<file path="src/rtl/ddr_init_pkg.sv">
// Package: shared encodings for the DDR initialization command issuer.
// Assumes command pins ordered {cs_n, ras_n, cas_n, we_n}.
package ddr_init_pkg;

    // Software-visible mode codes
    typedef enum logic [2:0] {
        MODE_RUN  = 3'd0,
        MODE_NOP  = 3'd1,
        MODE_PALL = 3'd2,
        MODE_MRS  = 3'd3,
        MODE_REF  = 3'd4,
        MODE_EMRS = 3'd5,
        MODE_RSV6 = 3'd6,
        MODE_RSV7 = 3'd7
    } mode_e;

    // DDR command pin patterns
    typedef enum logic [3:0] {
        CMD_LMR = 4'b0000,
        CMD_REF = 4'b0001,
        CMD_PRE = 4'b0010,
        CMD_NOP = 4'b0111
    } cmd_e;

    // Sequencer states
    typedef enum logic [1:0] {
        SEQ_IDLE  = 2'd0,
        SEQ_DRIVE = 2'd1,
        SEQ_ACK   = 2'd2
    } seq_e;

endpackage

</file>
<file path="src/rtl/ddr_init_regs.sv">
// Module: software-written mode register and DLL-reset configuration bit.
// Assumes single-cycle write strobes; values hold until rewritten or reset.
module ddr_init_regs
    import ddr_init_pkg::*;
(
    input  logic       clk,
    input  logic       rst_n,
    input  logic       mode_wr,
    input  logic [2:0] mode_wdata,
    input  logic       cfg_wr,
    input  logic       cfg_dll_rst,
    output mode_e      mode_q,
    output logic       dll_q
);

    // Mode register: selects which command the next window write issues
    always_ff @(posedge clk) begin
        if (!rst_n)
            mode_q <= MODE_RUN;
        else if (mode_wr)
            mode_q <= mode_e'(mode_wdata);
    end

    // DLL-reset field of the configuration register
    always_ff @(posedge clk) begin
        if (!rst_n)
            dll_q <= 1'b0;
        else if (cfg_wr)
            dll_q <= cfg_dll_rst;
    end

endmodule

</file>
<file path="src/rtl/ddr_init_cmd_map.sv">
// Module: combinational decode of mode code and write address into the
// command pattern, bank and address pins that the next command carries.
// Assumes addr_hi = {bank bits, row bits} of the byte address.
module ddr_init_cmd_map
    import ddr_init_pkg::*;
#(
    parameter int ROW_W   = 12,
    parameter int BANK_W  = 2,
    parameter int AP_BIT  = 10,
    parameter int DLL_BIT = 8
) (
    input  mode_e                    mode,
    input  logic                     dll,
    input  logic [BANK_W+ROW_W-1:0]  addr_hi,
    output cmd_e                     cmd,
    output logic [BANK_W-1:0]        ba,
    output logic [ROW_W-1:0]         a,
    output logic                     is_plain_nop
);

    localparam int BANK_LSB = ROW_W;

    logic [ROW_W-1:0]  row;
    logic [BANK_W-1:0] bank;

    // Split the address into row and bank fields
    always_comb begin
        row  = addr_hi[ROW_W-1:0];
        bank = addr_hi[BANK_LSB +: BANK_W];
    end

    // Translate the mode code into the pin pattern of one command
    always_comb begin
        cmd          = CMD_NOP;
        ba           = '0;
        a            = '0;
        is_plain_nop = 1'b0;
        case (mode)
            MODE_NOP: begin
                is_plain_nop = 1'b1;
            end
            MODE_PALL: begin
                cmd       = CMD_PRE;
                ba        = bank;
                a[AP_BIT] = 1'b1;
            end
            MODE_MRS: begin
                cmd        = CMD_LMR;
                ba         = bank;
                a          = row;
                a[DLL_BIT] = dll;
            end
            MODE_EMRS: begin
                cmd = CMD_LMR;
                ba  = bank;
                a   = row;
            end
            MODE_REF: begin
                cmd = CMD_REF;
            end
            default: begin
                cmd = CMD_NOP;
            end
        endcase
    end

endmodule

</file>
<file path="src/rtl/ddr_init_seq.sv">
// Module: accepts one window write at a time, drives the decoded command
// for one cycle, then pulses ready; tracks the clock/CKE power-up effects.
// Assumes the requester holds mem_wr until it sees the ready pulse.
module ddr_init_seq
    import ddr_init_pkg::*;
#(
    parameter int ROW_W  = 12,
    parameter int BANK_W = 2
) (
    input  logic              clk,
    input  logic              rst_n,
    input  logic              mem_wr,
    input  mode_e             mode,
    input  cmd_e              nxt_cmd,
    input  logic [BANK_W-1:0] nxt_ba,
    input  logic [ROW_W-1:0]  nxt_a,
    input  logic              nxt_plain_nop,
    output cmd_e              cmd_q,
    output logic [BANK_W-1:0] ba_q,
    output logic [ROW_W-1:0]  a_q,
    output logic              ready_q,
    output logic              ck_en_q,
    output logic              cke_q,
    output logic              idle
);

    seq_e state;
    logic accept;

    // A write is taken only when idle and an init mode is programmed
    always_comb begin
        idle   = (state == SEQ_IDLE);
        accept = idle && mem_wr && (mode != MODE_RUN);
    end

    // Handshake state: idle -> command cycle -> ready cycle -> idle
    always_ff @(posedge clk) begin
        if (!rst_n) begin
            state   <= SEQ_IDLE;
            ready_q <= 1'b0;
        end else begin
            case (state)
                SEQ_IDLE: begin
                    ready_q <= 1'b0;
                    if (accept)
                        state <= SEQ_DRIVE;
                end
                SEQ_DRIVE: begin
                    ready_q <= 1'b1;
                    state   <= SEQ_ACK;
                end
                default: begin
                    ready_q <= 1'b0;
                    state   <= SEQ_IDLE;
                end
            endcase
        end
    end

    // Command bus register: decoded command for one cycle, NOP otherwise
    always_ff @(posedge clk) begin
        if (!rst_n) begin
            cmd_q <= CMD_NOP;
            ba_q  <= '0;
            a_q   <= '0;
        end else if (accept) begin
            cmd_q <= nxt_cmd;
            ba_q  <= nxt_ba;
            a_q   <= nxt_a;
        end else begin
            cmd_q <= CMD_NOP;
            ba_q  <= '0;
            a_q   <= '0;
        end
    end

    // Power-up side effects: first NOP enables clocks, second raises CKE
    always_ff @(posedge clk) begin
        if (!rst_n) begin
            ck_en_q <= 1'b0;
            cke_q   <= 1'b0;
        end else if (accept && nxt_plain_nop) begin
            ck_en_q <= 1'b1;
            if (ck_en_q)
                cke_q <= 1'b1;
        end
    end

endmodule

</file>
<file path="src/rtl/ddr_init_cmd_issuer.sv">
// Module: top of the DDR initialization command issuer. Software programs
// a mode code, then each window write issues one command on the DDR pins.
// Assumes memory clock equals clk and mem_addr_hi holds byte-address
// bits above the column and byte-select fields.
module ddr_init_cmd_issuer
    import ddr_init_pkg::*;
#(
    parameter int ROW_W  = 12,
    parameter int BANK_W = 2
) (
    input  logic                    clk,
    input  logic                    rst_n,
    input  logic                    mode_wr,
    input  logic [2:0]              mode_wdata,
    input  logic                    cfg_wr,
    input  logic                    cfg_dll_rst,
    input  logic                    mem_wr,
    input  logic [BANK_W+ROW_W-1:0] mem_addr_hi,
    output logic                    mem_ready,
    output logic                    mem_passthru,
    output logic                    ck_en,
    output logic                    cke,
    output logic                    cs_n,
    output logic                    ras_n,
    output logic                    cas_n,
    output logic                    we_n,
    output logic [BANK_W-1:0]       ba,
    output logic [ROW_W-1:0]        a
);

    localparam int AP_BIT  = 10;
    localparam int DLL_BIT = 8;

    mode_e             mode_q;
    logic              dll_q;
    cmd_e              map_cmd;
    logic [BANK_W-1:0] map_ba;
    logic [ROW_W-1:0]  map_a;
    logic              map_plain_nop;
    cmd_e              bus_cmd;
    logic              seq_idle;

    ddr_init_regs u_regs (
        .clk         (clk),
        .rst_n       (rst_n),
        .mode_wr     (mode_wr),
        .mode_wdata  (mode_wdata),
        .cfg_wr      (cfg_wr),
        .cfg_dll_rst (cfg_dll_rst),
        .mode_q      (mode_q),
        .dll_q       (dll_q)
    );

    ddr_init_cmd_map #(
        .ROW_W   (ROW_W),
        .BANK_W  (BANK_W),
        .AP_BIT  (AP_BIT),
        .DLL_BIT (DLL_BIT)
    ) u_map (
        .mode         (mode_q),
        .dll          (dll_q),
        .addr_hi      (mem_addr_hi),
        .cmd          (map_cmd),
        .ba           (map_ba),
        .a            (map_a),
        .is_plain_nop (map_plain_nop)
    );

    ddr_init_seq #(
        .ROW_W  (ROW_W),
        .BANK_W (BANK_W)
    ) u_seq (
        .clk           (clk),
        .rst_n         (rst_n),
        .mem_wr        (mem_wr),
        .mode          (mode_q),
        .nxt_cmd       (map_cmd),
        .nxt_ba        (map_ba),
        .nxt_a         (map_a),
        .nxt_plain_nop (map_plain_nop),
        .cmd_q         (bus_cmd),
        .ba_q          (ba),
        .a_q           (a),
        .ready_q       (mem_ready),
        .ck_en_q       (ck_en),
        .cke_q         (cke),
        .idle          (seq_idle)
    );

    // Drive the command pins from the registered command
    always_comb begin
        {cs_n, ras_n, cas_n, we_n} = bus_cmd;
    end

    // Normal-mode writes are flagged for the data path
    always_comb begin
        mem_passthru = mem_wr && seq_idle && (mode_q == MODE_RUN);
    end

endmodule

</file>
<file path="config.mk">
export PLATFORM = sky130hd
export DESIGN_NAME = ddr_init_cmd_issuer
export DESIGN_NICKNAME = d
export VERILOG_FILES = /design/src/rtl/ddr_init_pkg.sv /design/src/rtl/ddr_init_regs.sv /design/src/rtl/ddr_init_cmd_map.sv /design/src/rtl/ddr_init_seq.sv /design/src/rtl/ddr_init_cmd_issuer.sv
export SDC_FILE = /design/constraint.sdc
export NUM_CORES = 1
export LEC_CHECK = 0
export BUFFER_PORTS_ARGS = -buffer_cell sky130_fd_sc_hd__buf_2
export CAP_MARGIN = 15
export CORE_MARGIN = 2
export CORE_UTILIZATION = 40
export CTS_BUF_LIST = sky130_fd_sc_hd__clkbuf_4 sky130_fd_sc_hd__clkbuf_8
export DETAILED_ROUTE_END_ITERATION = 10
export GPL_TIMING_DRIVEN = 0
export PLACE_DENSITY = 0.77
export SKIP_CTS_REPAIR_TIMING = 1
export SLEW_MARGIN = 5
export SYNTH_ARGS = -nofsm -noshare
export SYNTH_HDL_FRONTEND = slang
export SYNTH_HIERARCHICAL = 1
export SYNTH_SLANG_ARGS = --single-unit
</file>
<file path="constraint.sdc">
create_clock -name clk -period 1.4 [get_ports clk]
set_input_delay 0.07 -clock clk [delete_from_list [all_inputs] [get_ports clk]]
set_output_delay 0.07 -clock clk [all_outputs]
set_load 0.05 [all_outputs]
</file>
# Word-level counts from Yosys, hierarchy flattened
# Cells that the tools add are included.
[op_classes]
eq_ne = 7
muxes = 7
n_reduce_logical = 13
[op_table]
columns = ["cell", "count"]
rows = [
  ["case mux 10 bit (2 select lines)", 1],
  ["case mux 3 bit (3 select lines)", 1],
  ["equality test 3 x 2 -> 1 bit (second input constant)", 2],
  ["equality test 3 bit (second input constant)", 2],
  ["AND reduction 3 bit", 2],
  ["logical AND 1 bit", 4],
  ["case mux 2 bit (2 select lines)", 1],
  ["AND reduction 2 bit", 2],
  ["equality test 3 x 1 -> 1 bit (second input constant)", 1],
  ["zero test 3 bit", 1],
  ["nonzero test 3 bit", 1],
  ["OR reduction 3 bit", 1],
  ["equality test 2 x 1 -> 1 bit (second input constant)", 1],
  ["zero test 2 bit", 1],
  ["2-to-1 mux 1 bit", 2],
  ["2-to-1 mux 2 bit", 1],
  ["inequality test 2 x 1 -> 1 bit (second input constant)", 1],
  ["case mux 1 bit (2 select lines)", 1],
  ["OR reduction 2 bit", 1],
]
[totals]
register_bits = 27
inputBits = 23
output_inout_bits = 22
wordCells = 37

# Logic depth before layout (Yosys ltp)
# Gate-level depths: netlist (run 1).
[depth]
ltp_word = 5
ltp_mapped = 5
depth_no_buf = 3

# Cells and area by module
# The synthesis (run 1) kept the hierarchy.
[by_module_without_submodules]
columns = ["mod", "n_inst", "cells_per_inst", "area_per_inst_um2"]
rows = [
  ["ddr_init_seq", 1, 53, 691.9],
  ["ddr_init_cmd_map", 1, 31, 191.4],
  ["ddr_init_regs", 1, 12, 145.1],
  ["ddr_init_cmd_issuer", 1, 2, 16.3],
]

# Worst setup path after synthesis (run 1)
# OpenSTA, ideal clock, no wires.
[synth_timing]
path_kind = "register -> output"
from = "reg u_regs.mode_q[2]"
to = "out mem_passthru"
arrival_ps = 1376
required_time_ps = 1330
slack_ps = -46
path_stages_with_launch = 2
cell_sequence = "dfxtp_1 -> nor4_2"
[synth_via]
elab_chain_len = 2
[synth_rtl]
columns = ["item", "line", "source"]
rows = [
  ["from (decl)", "ddr_init_regs.sv:12", "output mode_e mode_q,"],
  ["from (signal assigned)", "ddr_init_regs.sv:21", "mode_q <= mode_e'(mode_wdata);"],
  ["zero test 3 bit", "ddr_init_cmd_issuer.sv:97", "mem_passthru = mem_wr && seq_idle && (mode_q == MODE_RUN);"],
  ["logical AND 1 bit", "ddr_init_cmd_issuer.sv:97", ""],
  ["to (decl)", "ddr_init_cmd_issuer.sv:20", "output logic mem_passthru,"],
]
# Every way passes these cells.

# Worst setup path after layout (run 1)
[layout_timing]
from = "reg u_seq.state[1]"
to = "out mem_passthru"
[layout_via]
elab_chain_len = 3
[layout_rtl]
columns = ["item", "line", "source"]
rows = [
  ["from (decl)", "ddr_init_seq.sv:27", "seq_e state;"],
  ["from (signal assigned)", "ddr_init_seq.sv:39", "state <= SEQ_IDLE;"],
  ["from (signal assigned)", "ddr_init_seq.sv:46", "state <= SEQ_DRIVE;"],
  ["from (signal assigned)", "ddr_init_seq.sv:50", "state <= SEQ_ACK;"],
  ["zero test 2 bit", "ddr_init_seq.sv:32", "idle = (state == SEQ_IDLE);"],
  ["net seq_idle", "ddr_init_cmd_issuer.sv:41", "logic seq_idle;"],
  ["logical AND 1 bit (2 in a row)", "ddr_init_cmd_issuer.sv:97", ""],
]
# The timed path passes the listed nets, and every way through them passes these cells.

==> flow_summary.yaml, run 1 <==
power_and_ir_drop:
  combPwrFrac: 0.131
  p_switching_w: 0.000319
  p_seq_frac: 0.611
  p_int_w: 0.000998
  irDropWorstVdd_mv: 0.549
  power.leakage_nw: 0.703
  total_power_w: 0.00132
  p_clk_frac: 0.258
  power.density_nw_per_um2: 968
  switching_share: 0.243
setup_path:
  worstSetupEndpointType: "output pin"
  crit_fanout: 3
  arrival_ps: 1260
  cp-start-kind: "flop"
  critical_path_class: "flop to output pin"
  cp.required_ps: 1330
synth:
  ys_ff_latch: 27
  synth_cell_types: 30
  yosys.area.top_type: "dfxtp_1"
  synth_top_area_frac: 0.517
  yosys-top-cells-area: "dfxtp_1 (52%), and2_4 (7.5%), and3_1 (6.0%), and2_1 (4.8%), mux2i_1 (3.8%)"
  syn-cell-area_um2: 1040
  synth_edf_count: 0
  async_reset_ff_frac: 0
  ys_seq_area_frac: 0.517
  synth_common_cells: "dfxtp_1 (27), and3_1 (10), and2_4 (9)"
  syn-num-nets: 121
  synth.most_common_cell: "dfxtp_1"
  avgSynthCellArea_um2: 10.7
  synth_cells: 98
  synth_ff_type: "dfxtp_1"
  yosysWarnings: 6
detailed_routing:
  wl_per_cell_um: 11.1
  route.vias.total: 806
  remaining_drc_errors: 0
  totalWireLength_um: 1960
  drtPass1Iterations: 4
  postRouteAntennaNets: 0
  viasPerCell: 4.55
  drtIter0Drc: 12
sta:
  finalHoldViolCount: 0
  skew_ps: 2.76
  period_needed_ps: 1330
  setup_viol: 0
  maxSlewViolCount: 0
  rsz0062_at_grt: "yes"
  final.setup.tns_ps: 0
  holdWs_ps: 12.1
  period_share: 0.948
  fmax_ghz: 0.754
finish:
  nFillCells: 239
  final_cells: 177
  antenna_cells: 0
  syn2layout_area_growth_pct: 30.3
  fin_nets: 171
  final_area_um2: 1360
  layout-drive-gt1-share: 0.456
clocking:
  cts_root_buf: "clkbuf_4"
  clk_pin_slew_ps: 130
  cts.sinks: 27
  clock_latency_ps: 310
  cts.path.max_buffers: 2
  htreeDepth: 1
  tritoncts: "yes"
  numCtsBuffers: 3
global_routing:
  grt_max_degree: 15
  grt-ovfl-total: 0
  grt_pass1_vias: 671
  grt_use_total: 0.133
  grt_pass1_wl_um: 2810
  antenna_found_initial: 0
flow_run:
  cap_violations: 0
floorplanning:
  initial_core_util: 0.422
  core_um2: 2480
  die_x_um: 55.1
  die_h_um: 55.1
  die_area_um2: 3040
  ioPinCount: 45
  core.rowCount: 18
place:
  hpwl_um: 1460
  dpl.cell_count: 172
  io_buffers: 44
  gp_congestion: 0.689
  dpl_cell_area_um2: 1310
run_status:
  status: "complete, no violations"
worst_hold_path:
  hold_class: "input port to flop"
==> power groups by stage <==
stage                     logic (W)  registers [W]  clock network (W)
after global routing       0.000189       0.000808           0.000394
after floorplan           0.0000886       0.000838                  0
after detailed placement   0.000167       0.000821                  0
after CTS                  0.000167       0.000804           0.000363
after global placement     0.000160       0.000820                  0
final                      0.000172       0.000805           0.000340
==> final timing paths <==
kind              slack (ps)          endpoint             start  cells after the start
setup reg to reg          80      u_seq/a_q[4]  u_regs/mode_q[1]                      5
hold reg to reg          460     u_seq/ready_q    u_seq/state[1]                      1
hold / removal            10  u_regs/mode_q[0]     mode_wdata[0]                      3
setup / recovery          70      mem_passthru    u_seq/state[1]                      4
==> stage by stage <==
stage / setup slack, ps / util
finish: 73.2 / 0.549
detailed placement: 13.9 / 0.529
floorplan: 114 / -
global placement: 44.9 / 0.529
global route: -52.3 / 0.549
CTS: -58.5 / 0.541
==> worst max-delay path: stages, from the launching register on <==
cell and delay (ps):
dfxtp_1 350, nor2_2 140, nand2_1 90, nor4_4 160, buf_6 200
==> final cells by class <==
cell class	instances	area, µm²	share of cell area
buffer	5	45.0	0.0331
clock buffer	4	30.0	0.0221
inverter	3	11.3	0.00827
multi-input combinational	63	457	0.335
sequential	27	544	0.400
tap	30	37.5	0.0276
timing repair buffer	45	236	0.174
==> sequential cells by signal, indices dropped and copies added, names as in the netlist <==
name and count:
u_seq/a_q 12, u_seq/ready_q 1, u_regs/mode_q 3, u_seq/ba_q 2
u_seq/ck_en_q 1, u_seq/cmd_q 4, u_seq/state 2, u_seq/cke_q 1
u_regs/dll_q 1
==> logic make-up (layout without fill, tap and decap cells) <==
family,Yosys count,after routing,share of synthesized area
flops,27,27,0.517
xor+xnor,1,1,0.00838
mux,4,4,0.0383
buf+inv,8,57,0.0539
simple gates,50,50,0.333
compound gates,7,7,0.0455
other cells,1,1,0.00359
==> routing by layer <==
layer  track usage  wire, µm  up-vias
met1         0.158       829      354
met5             0         0        -
met2         0.224       941       32
met3        0.0349       193        0
met4        0.0610         0        0
li1              -         -      420
==> cell usage in the layout, fill, tap and decap left out, types with 2 or more instances in the layout <==
master    instances
nor2_1            2
nand2b_1          4
a21boi_0          2
buf_2            43
and3_1           10
buf_6             2
nor2b_1           5
and4b_1           2
nand2_1           3
clkbuf_4          4
mux2i_1           4
and2_4            9
inv_1             3
dfxtp_1          24
buf_4             2
dfxtp_2           3
and2_1            8
No activity file was read; power rests on OpenSTA's default activity.
==> inputs of run 2 (changes only) <==
--- a/config.mk
+++ b/config.mk
@@ -5,6 +5,7 @@
 export SDC_FILE = /design/constraint.sdc
 export NUM_CORES = 1
 export LEC_CHECK = 0
+export ABC_AREA = 1
 export BUFFER_PORTS_ARGS = -buffer_cell sky130_fd_sc_hd__buf_2
 export CAP_MARGIN = 15
 export CORE_MARGIN = 2
@@ -12,7 +13,7 @@
 export CTS_BUF_LIST = sky130_fd_sc_hd__clkbuf_4 sky130_fd_sc_hd__clkbuf_8
 export DETAILED_ROUTE_END_ITERATION = 10
 export GPL_TIMING_DRIVEN = 0
-export PLACE_DENSITY = 0.77
+export PLACE_DENSITY_LB_ADDON = 0.05
 export SKIP_CTS_REPAIR_TIMING = 1
 export SLEW_MARGIN = 5
 export SYNTH_ARGS = -nofsm -noshare
==> run 2 against run 1 <==
Against the previous run: the run now ends with negative hold slack left; final area rose by 4.1%; clock power increased by 2%; area after synthesis up 7.2%; global-route usage hardly changed; non-clock buffer count is 4 lower; die area is 6.7% higher; count of clock-buffer cells in the layout unchanged; fmax increased by 3.7%; cell count increased by 31%; combinational power rose by 35%; core utilization decreased by 2.6 points; highest routed layer is now met4.
==> flow_summary.yaml, run 2 <==
place:
  gp_congestion: 0.690
  pre_cts_slack_ps: 149
  io_buffers: 44
  hpwl_um: 1530
  dpl_cell_area_um2: 1380
clocking:
  tritoncts: "yes"
  clock_latency_ps: 310
  htreeDepth: 1
  cts.path.max_buffers: 2
  clk_pin_slew_ps: 140
  cts.sinks: 27
  numCtsBuffers: 3
  cts_root_buf: "clkbuf_4"
sta:
  maxSlewViolCount: 0
  setup_viol: 0
  setup_ws_ps: 120
  final.setup.tns_ps: 0
  skew_ps: 0.814
  finalHoldViolCount: 1
  rsz0062_at_grt: "no"
  period_needed_ps: 1280
  period_share: 0.914
  holdWs_ps: -21.4
  fmax_ghz: 0.781
synth:
  synth_top_family_by_area: "simple AND/OR/NAND/NOR gates"
  synth.most_common_cell: "inv_1"
  synth_cells: 153
  synth_ff_type: "dfxtp_1"
  yosys.area.top_type: "dfxtp_1"
  synth_cell_types: 21
  synth_mux_area_frac: 0
  ys_seq_area_frac: 0.483
  async_reset_ff_frac: 0
  synth_edf_count: 0
  synth_compound_area_frac: 0.0268
  yosysWarnings: 6
  synth_fa_ha_area_frac: 0
  syn-num-nets: 176
  synth_xor_area_frac: 0.00782
  synth_simple_gate_area_frac: 0.312
  synth_top_area_frac: 0.483
  avgSynthCellArea_um2: 7.32
  yosys-top-cells-area: "dfxtp_1 (48%), inv_1 (14%), nor2_1 (10%), nand2_1 (5.7%), nor2_2 (5.0%)"
  syn-cell-area_um2: 1120
  ys_ff_latch: 27
  synth_common_cells: "inv_1 (41), nor2_1 (31), dfxtp_1 (27)"
detailed_routing:
  route.vias.total: 965
  postRouteAntennaNets: 0
  remaining_drc_errors: 0
  drtIter0Drc: 21
  wl_per_cell_um: 8.69
  drtPass1Iterations: 4
  viasPerCell: 4.16
  totalWireLength_um: 2020
floorplanning:
  core.rowCount: 19
  ioPinCount: 45
  die_area_um2: 3240
  die_x_um: 56.9
  initial_core_util: 0.413
  core_um2: 2710
  die_h_um: 56.9
global_routing:
  antenna_found_initial: 0
  grt_use_total: 0.133
  grt_max_degree: 15
  grt-ovfl-total: 0
  grt_pass1_vias: 847
  grt_pass1_wl_um: 3370
finish:
  layout-drive-gt1-share: 0.348
  fin_nets: 225
  regMostFlops: "u_seq/a_q"
  layout_commonest_cell: "buf_2"
  largest_register_ffs: 12
  reg_top3: "u_seq/a_q x12, u_seq/cmd_q x4, u_regs/mode_q x3"
  final_cell_mix: "buf_2 (43), inv_1 (41), nor2_1 (30)"
  final_area_um2: 1420
  antenna_cells: 0
  syn2layout_area_growth_pct: 26.6
  final_util: 0.523
power_and_ir_drop:
  power.leakage_nw: 0.747
  power.density_nw_per_um2: 981
  irDropWorstVdd_mv: 0.663
worst_hold_path:
  hold_class: "input port to flop"
setup_path:
  arrival_ps: 1210
  slowest_stage: "dfxtp_1"
  cp-start-kind: "flop"
  cpPeakStageDelay_ps: 560
  worstSetupEndpointType: "output pin"
  critical_path_class: "flop to output pin"
  crit_fanout: 9
  cp.required_ps: 1330
  crit_path_cell_trace: "inv_1, nand2_1, nor2_2, buf_6"
run_status:
  violations: "negative hold slack"
  status: "finished with violations"
flow_run:
  cap_violations: 0
-- run 2: final cells by class --
| cell class | instances | area (µm²) |
|---|---|---|
| fillers | 279 | 1290 |
| flip-flops and latches | 27 | 541 |
| multi-input cells | 79 | 394 |
| repair buffers | 44 | 226 |
| inverters | 45 | 169 |
| well taps | 31 | 38.8 |
| clock buffers | 4 | 30.0 |
| plain buffers | 2 | 18.8 |
-- run 2: final timing paths --
kind / start / end / slack (ps) / cells after the start
min: cfg_wr / u_regs/dll_q / -20 / 3
min reg2reg: u_seq/cke_q / u_seq/cke_q / 470 / 2
max: u_regs/mode_q[2] / mem_passthru / 120 / 4
max reg2reg: u_regs/mode_q[2] / u_seq/a_q[3] / 130 / 5
-- run 2: cells by family (layout without fill, tap and decap cells) --
group                     after synthesis  count (layout)
and+or+nand+nor                        72              72
buffers and inverters                  47              95
DFF                                    27              27
AOI/OAI and AO/OA                       5               5
other                                   1               1
xor gates and xnor gates                1               1
-- run 2: per-stage QoR --
stage          total power (W)  std cells
2_1_floorplan         0.000988        153
3_3_place_gp           0.00105        228
3_5_place_dp           0.00106        228
4_1_cts                0.00141        232
5_1_grt                0.00147        232
6_report               0.00139        232
-- run 2: critical path, delay by kind of cell (launching register included) --
family / cells / cell delay, ps
flops: 1 / 560
simple gates: 2 / 120
buf+inv: 2 / 210
-- run 2: per-layer routing --
metal	routed length [µm]	vias up	GRT usage
met5	0	-	0
met2	947	29	0.238
met3	120	4	0.0230
met4	38	0	0.0698
met1	909	408	0.148
li1	-	524	-
-- run 2: report_power, final --
part,internal (W),leakage (nW),switching [W]
logic,0.0000832,0.510,0.000150
clock network,0.000131,0.0184,0.000217
registers,0.000790,0.219,0.0000200
total,0.00100,0.747,0.000387
==> inputs of run 3 (changes only) <==
--- a/config.mk
+++ b/config.mk
@@ -18,5 +18,4 @@
 export SLEW_MARGIN = 5
 export SYNTH_ARGS = -nofsm -noshare
 export SYNTH_HDL_FRONTEND = slang
-export SYNTH_HIERARCHICAL = 1
 export SYNTH_SLANG_ARGS = --single-unit
==> constraint.sdc (replaced) <==
create_clock -name clk -period 1.4 [get_ports clk]
set_input_delay 0 -clock clk [delete_from_list [all_inputs] [get_ports clk]]
set_output_delay 0 -clock clk [all_outputs]
set_load 0.05 [all_outputs]
==> run 3 against run 2 <==
Against the previous run: the run still ends with negative hold slack left; count of clock-buffer cells in the layout is 1 lower; die area is 17% lower; non-clock buffer count rose by 18; largest power group unchanged; fmax decreased by 2.2%; clock skew grew 0.77 ps; global-route usage increased by 0.15 points; highest routed layer unchanged; critical path depth up 2; first-iteration DRC count is 76% lower; area after synthesis down 18%.
==> flow_summary.yaml, run 3 <==
power_and_ir_drop:
  p_int_w: 0.00114
  p_switching_w: 0.000357
  power.leakage_nw: 0.797
  p_seq_frac: 0.514
  total_power_w: 0.00150
  p_clk_frac: 0.339
  power.density_nw_per_um2: 1050
  irDropWorstVdd_mv: 0.746
  combPwrFrac: 0.148
  switching_share: 0.238
global_routing:
  grt_max_degree: 16
  grt-ovfl-total: 0
  grt_pass1_wl_um: 2600
  antenna_found_initial: 0
  grt_pass1_vias: 661
  grt_use_total: 0.134
place:
  io_buffers: 43
  gp_congestion: 0.754
  hpwl_um: 1260
sta:
  period_share: 0.935
  setup_viol: 0
  skew_ps: 1.59
  holdWs_ps: -18.8
  fmax_ghz: 0.764
  finalHoldViolCount: 1
  period_needed_ps: 1310
  maxSlewViolCount: 0
  rsz0062_at_grt: "no"
  final.setup.tns_ps: 0
finish:
  final_cell_mix: "buf_2 (42), dfxtp_1 (26), inv_1 (20), dlygate4sd3_1 (20), nand2_1 (14)"
  reg_top3: "u_seq.a_q x12, u_regs.mode_q x3, u_seq.cmd_q x3"
  regMostFlops: "u_seq.a_q"
  largest_register_ffs: 12
  layout_commonest_cell: "buf_2"
  syn2layout_area_growth_pct: 56.2
  antenna_cells: 0
  fin_nets: 197
  layout-drive-gt1-share: 0.387
detailed_routing:
  remaining_drc_errors: 0
  drtPass1Iterations: 4
  wl_per_cell_um: 9.31
  routed-wl-met3_um: 95
  routed-wl-met2_um: 966
  viasPerCell: 4.25
  met1_length_um: 766
  drtIter0Drc: 5
  top_layer_used: "met4"
  postRouteAntennaNets: 0
  route.vias.total: 854
  totalWireLength_um: 1870
synth:
  yosys.area.top_type: "dfxtp_1"
  yosysWarnings: 0
  synth_ff_type: "dfxtp_1"
  ys_seq_area_frac: 0.570
  synth_edf_count: 0
  synth_cell_types: 18
  avgSynthCellArea_um2: 8.62
  syn-cell-area_um2: 913
  synth_top_area_frac: 0.570
  syn-num-nets: 129
  ys_ff_latch: 26
  yosys-top-cells-area: "dfxtp_1 (57%), inv_1 (8.2%), nand2_1 (5.8%), nand2_2 (4.8%), a21oi_1 (3.8%)"
  synth_common_cells: "dfxtp_1 (26), inv_1 (20), nand2_1 (14)"
  synth.most_common_cell: "dfxtp_1"
  synth_cells: 106
  async_reset_ff_frac: 0
clocking:
  cts.path.max_buffers: 2
  cts_root_buf: "clkbuf_4"
  htreeDepth: 1
  clk_pin_slew_ps: 130
  cts.sinks: 26
  clock_latency_ps: 320
  tritoncts: "yes"
  numCtsBuffers: 3
floorplanning:
  ioPinCount: 45
  core_um2: 2190
  die_h_um: 51.8
  initial_core_util: 0.417
  core.rowCount: 17
  die_x_um: 51.8
  die_area_um2: 2680
setup_path:
  cp.required_ps: 1660
  critical_path_class: "input port to flop"
  worstSetupEndpointType: "flop"
  cp-start-kind: "input port"
  arrival_ps: 1570
  crit_fanout: 6
run_status:
  violations: "negative hold slack"
  status: "finished with violations"
flow_run:
  cap_violations: 0
worst_hold_path:
  hold_class: "input port to flop"
-- run 3: layer usage --
metal / track usage / vias up
li1: - / 450
met4: 0.0921 / 0
met1: 0.168 / 369
met5: 0 / -
met2: 0.207 / 30
met3: 0.0259 / 5
-- run 3: final cells by class --
cell class | count | area (µm²)
plain buffers | 1 | 7.51
clock inverters | 1 | 30.0
multi-input cells | 55 | 298
well taps | 28 | 35.0
inverters | 24 | 95.1
flip-flops and latches | 26 | 520
fillers | 212 | 764
clock buffers | 3 | 22.5
repair buffers | 63 | 418
-- run 3: power by group through the flow --
stage                     combinational [W]  clock (W)  sequential [W]
after floorplan                   0.0000897          0        0.000815
after global placement             0.000170          0        0.000786
after detailed placement           0.000172          0        0.000787
after CTS                          0.000173   0.000522        0.000771
after global routing               0.000243   0.000553        0.000774
final                              0.000222   0.000508        0.000771
-- run 3: kinds of logic after synthesis --
kind of cell	synth area share
AND/OR/NAND/NOR	0.248
buffers and inverters	0.112
flip-flops	0.570
other	0.00411
AO/OA/AOI/OAI	0.0657
-- run 3: final timing paths --
check,depth (start not counted),from,endpoint,slack [ps]
max reg2reg,3,u_regs.mode_q[0],u_regs.mode_q[0],120
min,3,mode_wdata[2],u_regs.mode_q[2],-20
min reg2reg,2,u_seq.cke_q,u_seq.cke_q,460
max,6,mode_wr,u_regs.mode_q[1],90
-- run 3: worst max-delay path, stage by stage --
cell and delay (ps):
dlygate4sd3_1 530, buf_2 120, inv_1 120, o21ai_0 110, dlygate4sd3_1 580, a21oi_1 110
-- run 3: metrics by stage --
stage                     hold slack, ps  std cells   util  cell area [µm²]  setup slack [ps]
after detailed placement             186        177  0.533             1170               323
after floorplan                     92.0        106      -              918               193
after global routing                8.09        201  0.651             1430              22.2
final                              -18.8        201  0.651             1430              91.6
after global placement               181        177  0.533             1170               337
after CTS                           -164        181  0.557             1220              16.8
